### src/rtl/hwloop_pkg.sv
package hwloop_pkg;

  typedef enum logic [1:0] {
    CMP_LT = 2'b00,
    CMP_LE = 2'b01,
    CMP_NE = 2'b10,
    CMP_GE = 2'b11
  } cmp_e;

  typedef enum logic {
    FORM_LIMIT = 1'b0,
    FORM_NZ    = 1'b1
  } form_e;

endpackage

### src/rtl/hwloop_ctx.sv
module hwloop_ctx #(
  parameter int PC_W = 32,
  parameter int NREG = 32
) (
  input  logic            clk,
  input  logic            rst_n,
  input  logic            setup_vld,
  input  logic [PC_W-1:0] setup_pc,
  input  logic [NREG-1:0] setup_carry,
  input  logic            atom_vld,
  input  logic            exit_evt,
  output logic            active,
  output logic [PC_W-1:0] top_pc,
  output logic [NREG-1:0] carry_mask,
  output logic            scalar
);

  logic            active_q, active_d;
  logic            scalar_q, scalar_d;
  logic [PC_W-1:0] top_q;
  logic [NREG-1:0] mask_q;
  logic            load_en;

  // next-state
  always_comb begin
    load_en  = setup_vld;
    active_d = active_q;
    if (exit_evt)  active_d = 1'b0;
    if (setup_vld) active_d = 1'b1;
    scalar_d = scalar_q;
    if (active_q && atom_vld)  scalar_d = 1'b1;
    if (exit_evt || setup_vld) scalar_d = 1'b0;
  end

  // state registers
  always_ff @(posedge clk or negedge rst_n) begin
    if (!rst_n) begin
      active_q <= 1'b0;
      scalar_q <= 1'b0;
    end else begin
      active_q <= active_d;
      scalar_q <= scalar_d;
    end
  end

  // loop context, loaded only on setup
  always_ff @(posedge clk or negedge rst_n) begin
    if (!rst_n) begin
      top_q  <= '0;
      mask_q <= '0;
    end else if (load_en) begin
      top_q  <= setup_pc;
      mask_q <= setup_carry;
    end
  end

  assign active     = active_q;
  assign scalar     = scalar_q;
  assign top_pc     = top_q;
  assign carry_mask = mask_q;

endmodule

### src/rtl/hwloop_eval.sv
module hwloop_eval
  import hwloop_pkg::*;
#(
  parameter int DATA_W     = 32,
  parameter bit SIGNED_CMP = 1'b1
) (
  input  form_e             form,
  input  cmp_e              cond,
  input  logic [DATA_W-1:0] idx,
  input  logic [DATA_W-1:0] step,
  input  logic [DATA_W-1:0] opnd,
  output logic [DATA_W-1:0] idx_nxt,
  output logic              cont
);

  logic lt;
  logic eq;
  logic nz;

  assign idx_nxt = idx + step;
  assign eq      = (idx_nxt == opnd);
  assign nz      = |opnd;

  generate
    if (SIGNED_CMP) begin : g_signed
      assign lt = ($signed(idx_nxt) < $signed(opnd));
    end else begin : g_unsigned
      assign lt = (idx_nxt < opnd);
    end
  endgenerate

  always_comb begin
    if (form == FORM_NZ) begin
      cont = nz;
    end else begin
      case (cond)
        CMP_LT:  cont = lt;
        CMP_LE:  cont = lt | eq;
        CMP_NE:  cont = ~eq;
        default: cont = ~lt;
      endcase
    end
  end

endmodule

### src/rtl/hwloop_ctrl.sv
module hwloop_ctrl
  import hwloop_pkg::*;
#(
  parameter int PC_W       = 32,
  parameter int DATA_W     = 32,
  parameter int NREG       = 32,
  parameter bit SIGNED_CMP = 1'b1
) (
  input  logic              clk,
  input  logic              rst_n,
  input  logic              setup_vld,
  input  logic [PC_W-1:0]   setup_pc,
  input  logic [NREG-1:0]   setup_carry,
  input  logic              close_vld,
  input  logic              close_form,
  input  logic [1:0]        close_cond,
  input  logic [DATA_W-1:0] close_idx,
  input  logic [DATA_W-1:0] close_step,
  input  logic [DATA_W-1:0] close_opnd,
  input  logic              atom_vld,
  output logic              redir_vld,
  output logic [PC_W-1:0]   redir_pc,
  output logic              loop_exit,
  output logic              idx_wb_vld,
  output logic [DATA_W-1:0] idx_wb_data,
  output logic              copyout_vld,
  output logic [NREG-1:0]   copyout_mask,
  output logic              active,
  output logic              scalar_mode
);

  localparam logic [NREG-1:0] ALL_REGS = {NREG{1'b1}};

  logic              armed;
  logic              fallback;
  logic [PC_W-1:0]   top_pc;
  logic [NREG-1:0]   carry_mask;
  logic [DATA_W-1:0] idx_nxt;
  logic              cont;
  logic              live;
  logic              take;
  logic              leave;

  hwloop_eval #(
    .DATA_W     (DATA_W),
    .SIGNED_CMP (SIGNED_CMP)
  ) u_eval (
    .form    (form_e'(close_form)),
    .cond    (cmp_e'(close_cond)),
    .idx     (close_idx),
    .step    (close_step),
    .opnd    (close_opnd),
    .idx_nxt (idx_nxt),
    .cont    (cont)
  );

  assign live  = close_vld & armed;
  assign take  = live & cont;
  assign leave = live & ~cont;

  hwloop_ctx #(
    .PC_W (PC_W),
    .NREG (NREG)
  ) u_ctx (
    .clk         (clk),
    .rst_n       (rst_n),
    .setup_vld   (setup_vld),
    .setup_pc    (setup_pc),
    .setup_carry (setup_carry),
    .atom_vld    (atom_vld),
    .exit_evt    (leave),
    .active      (armed),
    .top_pc      (top_pc),
    .carry_mask  (carry_mask),
    .scalar      (fallback)
  );

  always_comb begin
    redir_vld    = take;
    redir_pc     = take ? top_pc : '0;
    loop_exit    = leave;
    idx_wb_vld   = live;
    idx_wb_data  = live ? idx_nxt : '0;
    copyout_vld  = leave;
    copyout_mask = '0;
    if (leave) copyout_mask = fallback ? ALL_REGS : carry_mask;
  end

  assign active      = armed;
  assign scalar_mode = fallback;

endmodule

### config.mk
export PLATFORM = sky130hd
export DESIGN_NAME = hwloop_ctrl
export DESIGN_NICKNAME = d
export VERILOG_FILES = /design/src/rtl/hwloop_pkg.sv /design/src/rtl/hwloop_ctx.sv /design/src/rtl/hwloop_eval.sv /design/src/rtl/hwloop_ctrl.sv
export SDC_FILE = /design/constraint.sdc
export NUM_CORES = 1
export LEC_CHECK = 0
export BUFFER_PORTS_ARGS = -buffer_cell sky130_fd_sc_hd__buf_2
export CORE_MARGIN = 1.5
export CORE_UTILIZATION = 45
export CTS_CLUSTER_SIZE = 25
export DETAILED_ROUTE_END_ITERATION = 10
export GPL_TIMING_DRIVEN = 0
export PLACE_DENSITY_LB_ADDON = 0.3
export SETUP_SLACK_MARGIN = 0.5
export SLEW_MARGIN = 30
export SYNTH_ARGS = -nofsm -noshare
export SYNTH_HDL_FRONTEND = slang
export SYNTH_HIERARCHICAL = 1
export SYNTH_SLANG_ARGS = --single-unit
### constraint.sdc
create_clock -name clk -period 20 [get_ports clk]
set_clock_uncertainty 0.05 [all_clocks]
set_input_delay 4 -clock clk [delete_from_list [all_inputs] [get_ports clk]]
set_output_delay 4 -clock clk [all_outputs]
set_load 0.005 [all_outputs]
# ---- Word level (Yosys, flattened, before mapping)
# Index checks and enable logic that the tools add are counted.
dict set report word_totals {
  elab_cells 32
  ramBits 0
  latchBits 0
  ff_bits 66
  in_bits 168
  output_inout_bits 102
  n_memories 0
  mem_bits_ro 0
}
dict set report op_classes {
  add_sub_neg 1
  mux 10
  div 0
  eq_ne 3
  n_reduce_logical 6
  order_cmp 1
  n_mul 0
  bitwise 7
  shift 0
}
# op count
set ops {}
lappend ops {{32-bit two-way mux} 4}
lappend ops {{32-bit adder} 1}
lappend ops {{32-bit equality test} 1}
lappend ops {{32-bit < comparator} 1}
lappend ops {{32-bit OR reduction} 1}
lappend ops {{1-bit two-way mux} 5}
lappend ops {{2-bit nonzero test} 2}
lappend ops {{1-bit AND} 3}
lappend ops {{1-bit NOT} 3}
lappend ops {{1-bit case mux with 3 select lines} 1}
lappend ops {{2-bit by 1-bit equality test with 1-bit output (second input constant)} 1}
lappend ops {{2-bit equality test (second input constant)} 1}
lappend ops {{2-bit logical NOT} 1}
lappend ops {{1-bit logical AND} 1}
lappend ops {{1-bit logical OR} 1}
lappend ops {{1-bit OR} 1}

# ---- Depth between registers and ports, before layout
dict set report logic_depth {
  ltp_word 9
  depth_mapped 25
}

# ---- Modules after synthesis
# The synthesis kept the hierarchy.
# module area_per_inst_um2 cells_per_inst instances
set modules_own_cells {}
lappend modules_own_cells {hwloop_ctx 2602.5 141 1}
lappend modules_own_cells {hwloop_eval 2598.7 352 1}
lappend modules_own_cells {hwloop_ctrl 800.8 148 1}

# ---- Worst setup path after synthesis
# OpenSTA, ideal clock, no wires.
dict set report synth_path {
  path_type {input to output}
  start {input close_idx[3]}
  end {output loop_exit}
  n_path_buf 2
  path_stages 20
  arrival_time_ns 7.995
  setup_slack_ns 7.955
  t_required_ns 15.950
  cell_sequence {ha_1 -> or4_4 -> o22ai_1 -> o21bai_1 -> a21o_1 -> a21oi_1 -> xnor2_1 -> ha_1 -> a21o_1 -> a21oi_1 -> nor2b_1 -> or4_1 -> o22ai_1 -> mux2i_1 -> and4b_1 -> nor3_1 -> nand3b_2 -> buf_6 -> inv_1 -> buf_4}
}
dict set report synth_via {
  elab_chain_len 7
  word_cells_on_any_way 10
}
# element line
set synth_rtl {}
lappend synth_rtl {{start, declared} hwloop_ctrl.sv:17} ;# input logic [DATA_W-1:0] close_idx,
lappend synth_rtl {{32-bit adder *} hwloop_eval.sv:20} ;# assign idx_nxt = idx + step;
lappend synth_rtl {{named net idx_nxt[13]} hwloop_ctrl.sv:38} ;# logic [DATA_W-1:0] idx_nxt;
lappend synth_rtl {{32-bit < comparator or 32-bit equality test (tied branches)} {hwloop_eval.sv:26, hwloop_eval.sv:21}}
lappend synth_rtl {{1-bit OR, or another cell as far along} hwloop_eval.sv:38} ;# CMP_LE: cont = lt | eq;
lappend synth_rtl {{1-bit case mux with 3 select lines *} hwloop_eval.sv:36} ;# case (cond)
lappend synth_rtl {{1-bit two-way mux *} hwloop_eval.sv:33} ;# if (form == FORM_NZ) begin
lappend synth_rtl {{named net cont} hwloop_ctrl.sv:39} ;# logic cont;
lappend synth_rtl {{1-bit NOT *} hwloop_ctrl.sv:59} ;# assign leave = live & ~cont;
lappend synth_rtl {{1-bit AND *} hwloop_ctrl.sv:59}
lappend synth_rtl {{end, declared} hwloop_ctrl.sv:23} ;# output logic loop_exit,
# Mark *: on every way through the listed nets, which the timed path passes. The rest lies on a longest branch.

# ---- Final worst setup path
dict set report layout_path {
  start {input close_idx[8]}
  end {output loop_exit}
}
# The elaborated chain is that of the path after synthesis.

==> impl_metrics.toml <==
[clock_tree]
cts_hold_buf = 0
cts_max_path_buffers = 2
clk_latency_ps = 320
clock_sinks = 66
numCtsBuffers = 9
cts.htree.levels = 3
cts_setup_buffers = 0
root_buffer = "clkbuf_16"
clk_pin_slew_ps = 50
cts_tree = "done"
cts_resized = 0

[yosys]
avgSynthCellArea_sq_um = 9.36
synth_edf_count = 0
synthesis.nets = 873
syn_area_sq_um = 6000
ys_async_sr_fraction_pct = 100
synth_seq_cells = 66
synth_seq_area_share_pct = 27.5
synth-main-ff-cell = "dfrtp_1"
ys_types = 71
synth_cells = 641
yosysWarningCount = 6

[global_route]
track_usage_pct = 23.8
antenna_found_initial = 2
grt_overflow = 0
grt_first_pass_wirelength_microns = 27300
grt_max_degree = 42
first_global_vias = 5670

[timing]
rsz0062_at_grt = "no"
finalCriticalPeriod_ps = 12790
hold_viol_final = 0
tightest_slew_ps = 553
finalMaxSlewViolations = 0
post-route-period-util_pct = 64.0
max_slew_margin_pct = 62.2
fmax_mhz = 78.2
finalSetupViolCount = 0
fin_setup_tns_ps = 0

[detailed_routing]
vias_per_cell = 5.17
drc = 0
antenna_left = 0
dr.pass1.iters = 5
wl_microns = 16700
wire_per_inst_microns = 15.1
drtIter0Drc = 284
via_count = 5709

[layout]
final_util_pct = 60.2
multi_input_area_sq_um = 3970
regArea_sq_um = 1650
layout.nets = 1153
fill_cells = 1197
syn2layout_area_growth_pct = 31.8
drive_gt1_share_pct = 43.6

[floorplan]
num_io_pins = 270
die-area_sq_um = 14000
die_x_microns = 118
die_h_microns = 118
num_rows = 42
fp.coreArea_sq_um = 13100
start_util_pct = 45.7

[run]
drv_cap = 0

[power]
irDropWorstVdd_mv = 0.0444
p_per_area_nw_per_um2 = 67.3
p_leak_nw = 4.36
totalPowerFinal_mw = 0.533

[setup_path]
crit_path_max_fanout = 10
cp-end-kind = "output port"
startpoint_type = "primary input"
cp_data_required_time_ps = 15950
criticalPathCategory = "primary input to output port"
cp_data_arrival_time_ps = 8740

[place]
port_buffers = 268
dp_hpwl_microns = 13600
gp_congestion = 0.888

[status]
status = "complete, no violations"

[worst_hold_path]
hold_class = "flop to flop"
-- logic make-up after synthesis --
family                   count (synthesis)  synth area share, %
AND/OR/NAND/NOR                        240                 21.4
AO/OA/AOI/OAI                          108                 12.7
buffers and inverters                   71                 6.34
multiplexers                            66                 14.7
flip-flops                              66                 27.5
adder cells (fa/ha/maj)                 64                 13.5
XOR/XNOR                                26                 3.79
-- sequential cells by signal, summed over array words and instances, names as in the netlist --
signal and count:
u_ctx/carry_mask 32, u_ctx/active 1, u_ctx/scalar 1, u_ctx/top_pc 32
-- layout by cell type, fill, tap and decap left out, types with 12 or more instances in the layout --
| master | instances |
|---|---|
| o21ai_0 | 19 |
| a21o_1 | 15 |
| inv_1 | 43 |
| dfrtp_1 | 66 |
| and2_2 | 12 |
| nand2_1 | 16 |
| nor3_1 | 12 |
| and2_1 | 21 |
| a21oi_1 | 29 |
| mux2_4 | 38 |
| mux2_2 | 26 |
| buf_6 | 14 |
| xnor2_1 | 16 |
| and3_1 | 36 |
| nor2_1 | 83 |
| buf_2 | 271 |
| ha_1 | 63 |
-- per-stage QoR --
step	hold WS [ps]	instances	cell area (sq um)	setup WS [ps]
2_1_floorplan	422	641	6000	7960
3_3_place_gp	431	1085	7560	7180
3_5_place_dp	434	1086	7590	7200
4_1_cts	453	1102	7910	7180
5_1_grt	457	1104	7910	6730
6_report	449	1105	7910	7210
-- Yosys cell counts, types with 2 or more instances --
| cell | count | area [sq um] |
|---|---|---|
| buf_2 | 4 | 20.0 |
| a211oi_2 | 2 | 25.0 |
| and2_2 | 12 | 90.1 |
| or2_2 | 3 | 18.8 |
| nand3_1 | 8 | 40.0 |
| and2_1 | 21 | 131 |
| dfrtp_1 | 66 | 1650 |
| nand4_1 | 11 | 68.8 |
| inv_1 | 43 | 161 |
| nor2b_1 | 5 | 31.3 |
| o22ai_1 | 3 | 18.8 |
| a211o_1 | 2 | 17.5 |
| ha_1 | 63 | 788 |
| nor3_1 | 12 | 60.1 |
| or4_1 | 2 | 15.0 |
| a21oi_1 | 29 | 145 |
| a21o_1 | 15 | 113 |
| a211oi_1 | 3 | 22.5 |
| buf_6 | 14 | 158 |
| nor4_1 | 9 | 56.3 |
| and3_2 | 4 | 30.0 |
| mux2i_1 | 2 | 20.0 |
| o21ai_0 | 19 | 95.1 |
| o21a_1 | 4 | 30.0 |
| xnor2_1 | 16 | 140 |
| clkbuf_1 | 9 | 33.8 |
| o211ai_1 | 3 | 22.5 |
| mux2_2 | 26 | 293 |
| nand2b_1 | 5 | 31.3 |
| nor2_1 | 83 | 312 |
| and3_1 | 36 | 225 |
| a31oi_1 | 7 | 43.8 |
| xor2_1 | 10 | 87.6 |
| mux2_4 | 38 | 571 |
| nand2_1 | 16 | 60.1 |
-- report_power, final --
part / total, mW / leakage [nW] / switching (mW) / internal, mW
combinational: 0.210 / 3.44 / 0.104 / 0.106
clock: 0.167 / 0.153 / 0.0578 / 0.109
sequential: 0.155 / 0.771 / 0.00788 / 0.147
-- layout make-up --
type	count	area share, %
multi-input combinational	504	50.2
sequential	66	20.9
timing repair buffer	269	17.2
clock buffer	10	2.89
tap	176	2.78
buffer	28	2.77
inverter	43	2.04
clock inverter	6	1.14
antenna	3	0.0949
-- critical path, stage by stage --
cell and delay, ps:
buf_2 100, ha_1 350, a21oi_1 220, o21ai_0 160, a31oi_1 350, nand2_2 140
a21o_1 190, a21o_2 220, mux2i_1 120, a2111o_1 420, ha_1 300, and3_1 180
a221oi_1 260, o21ai_0 110, nand2_1 70, nand4b_1 100, mux2i_1 270, and4b_1 230
nor3_1 60, nand3b_2 320, buf_6 210, inv_1 120, buf_4 120, buf_2 90
-- final timing paths --
| kind | start | to | slack, ps | depth (start not counted) |
|---|---|---|---|---|
| max reg2reg | u_ctx/active | u_ctx/active | 18410 | 5 |
| min in group asynchronous | rst_n | u_ctx/top_pc[29] | 3530 | 1 |
| min reg2reg | u_ctx/top_pc[25] | u_ctx/top_pc[25] | 450 | 1 |
| min | u_ctx/top_pc[25] | u_ctx/top_pc[25] | 450 | 1 |
| max in group asynchronous | rst_n | u_ctx/scalar | 15830 | 2 |
| max | close_idx[8] | loop_exit | 7210 | 24 |
-- metal layers --
metal,wire (microns),track usage [%],vias to the layer above
li1,-,-,2861
met1,7320,29.9,2614
met2,7930,40.8,202
met3,967,4.44,32
met4,451,8.89,0
met5,0,0,-
Note: power is estimated with default switching activity, not from simulation.
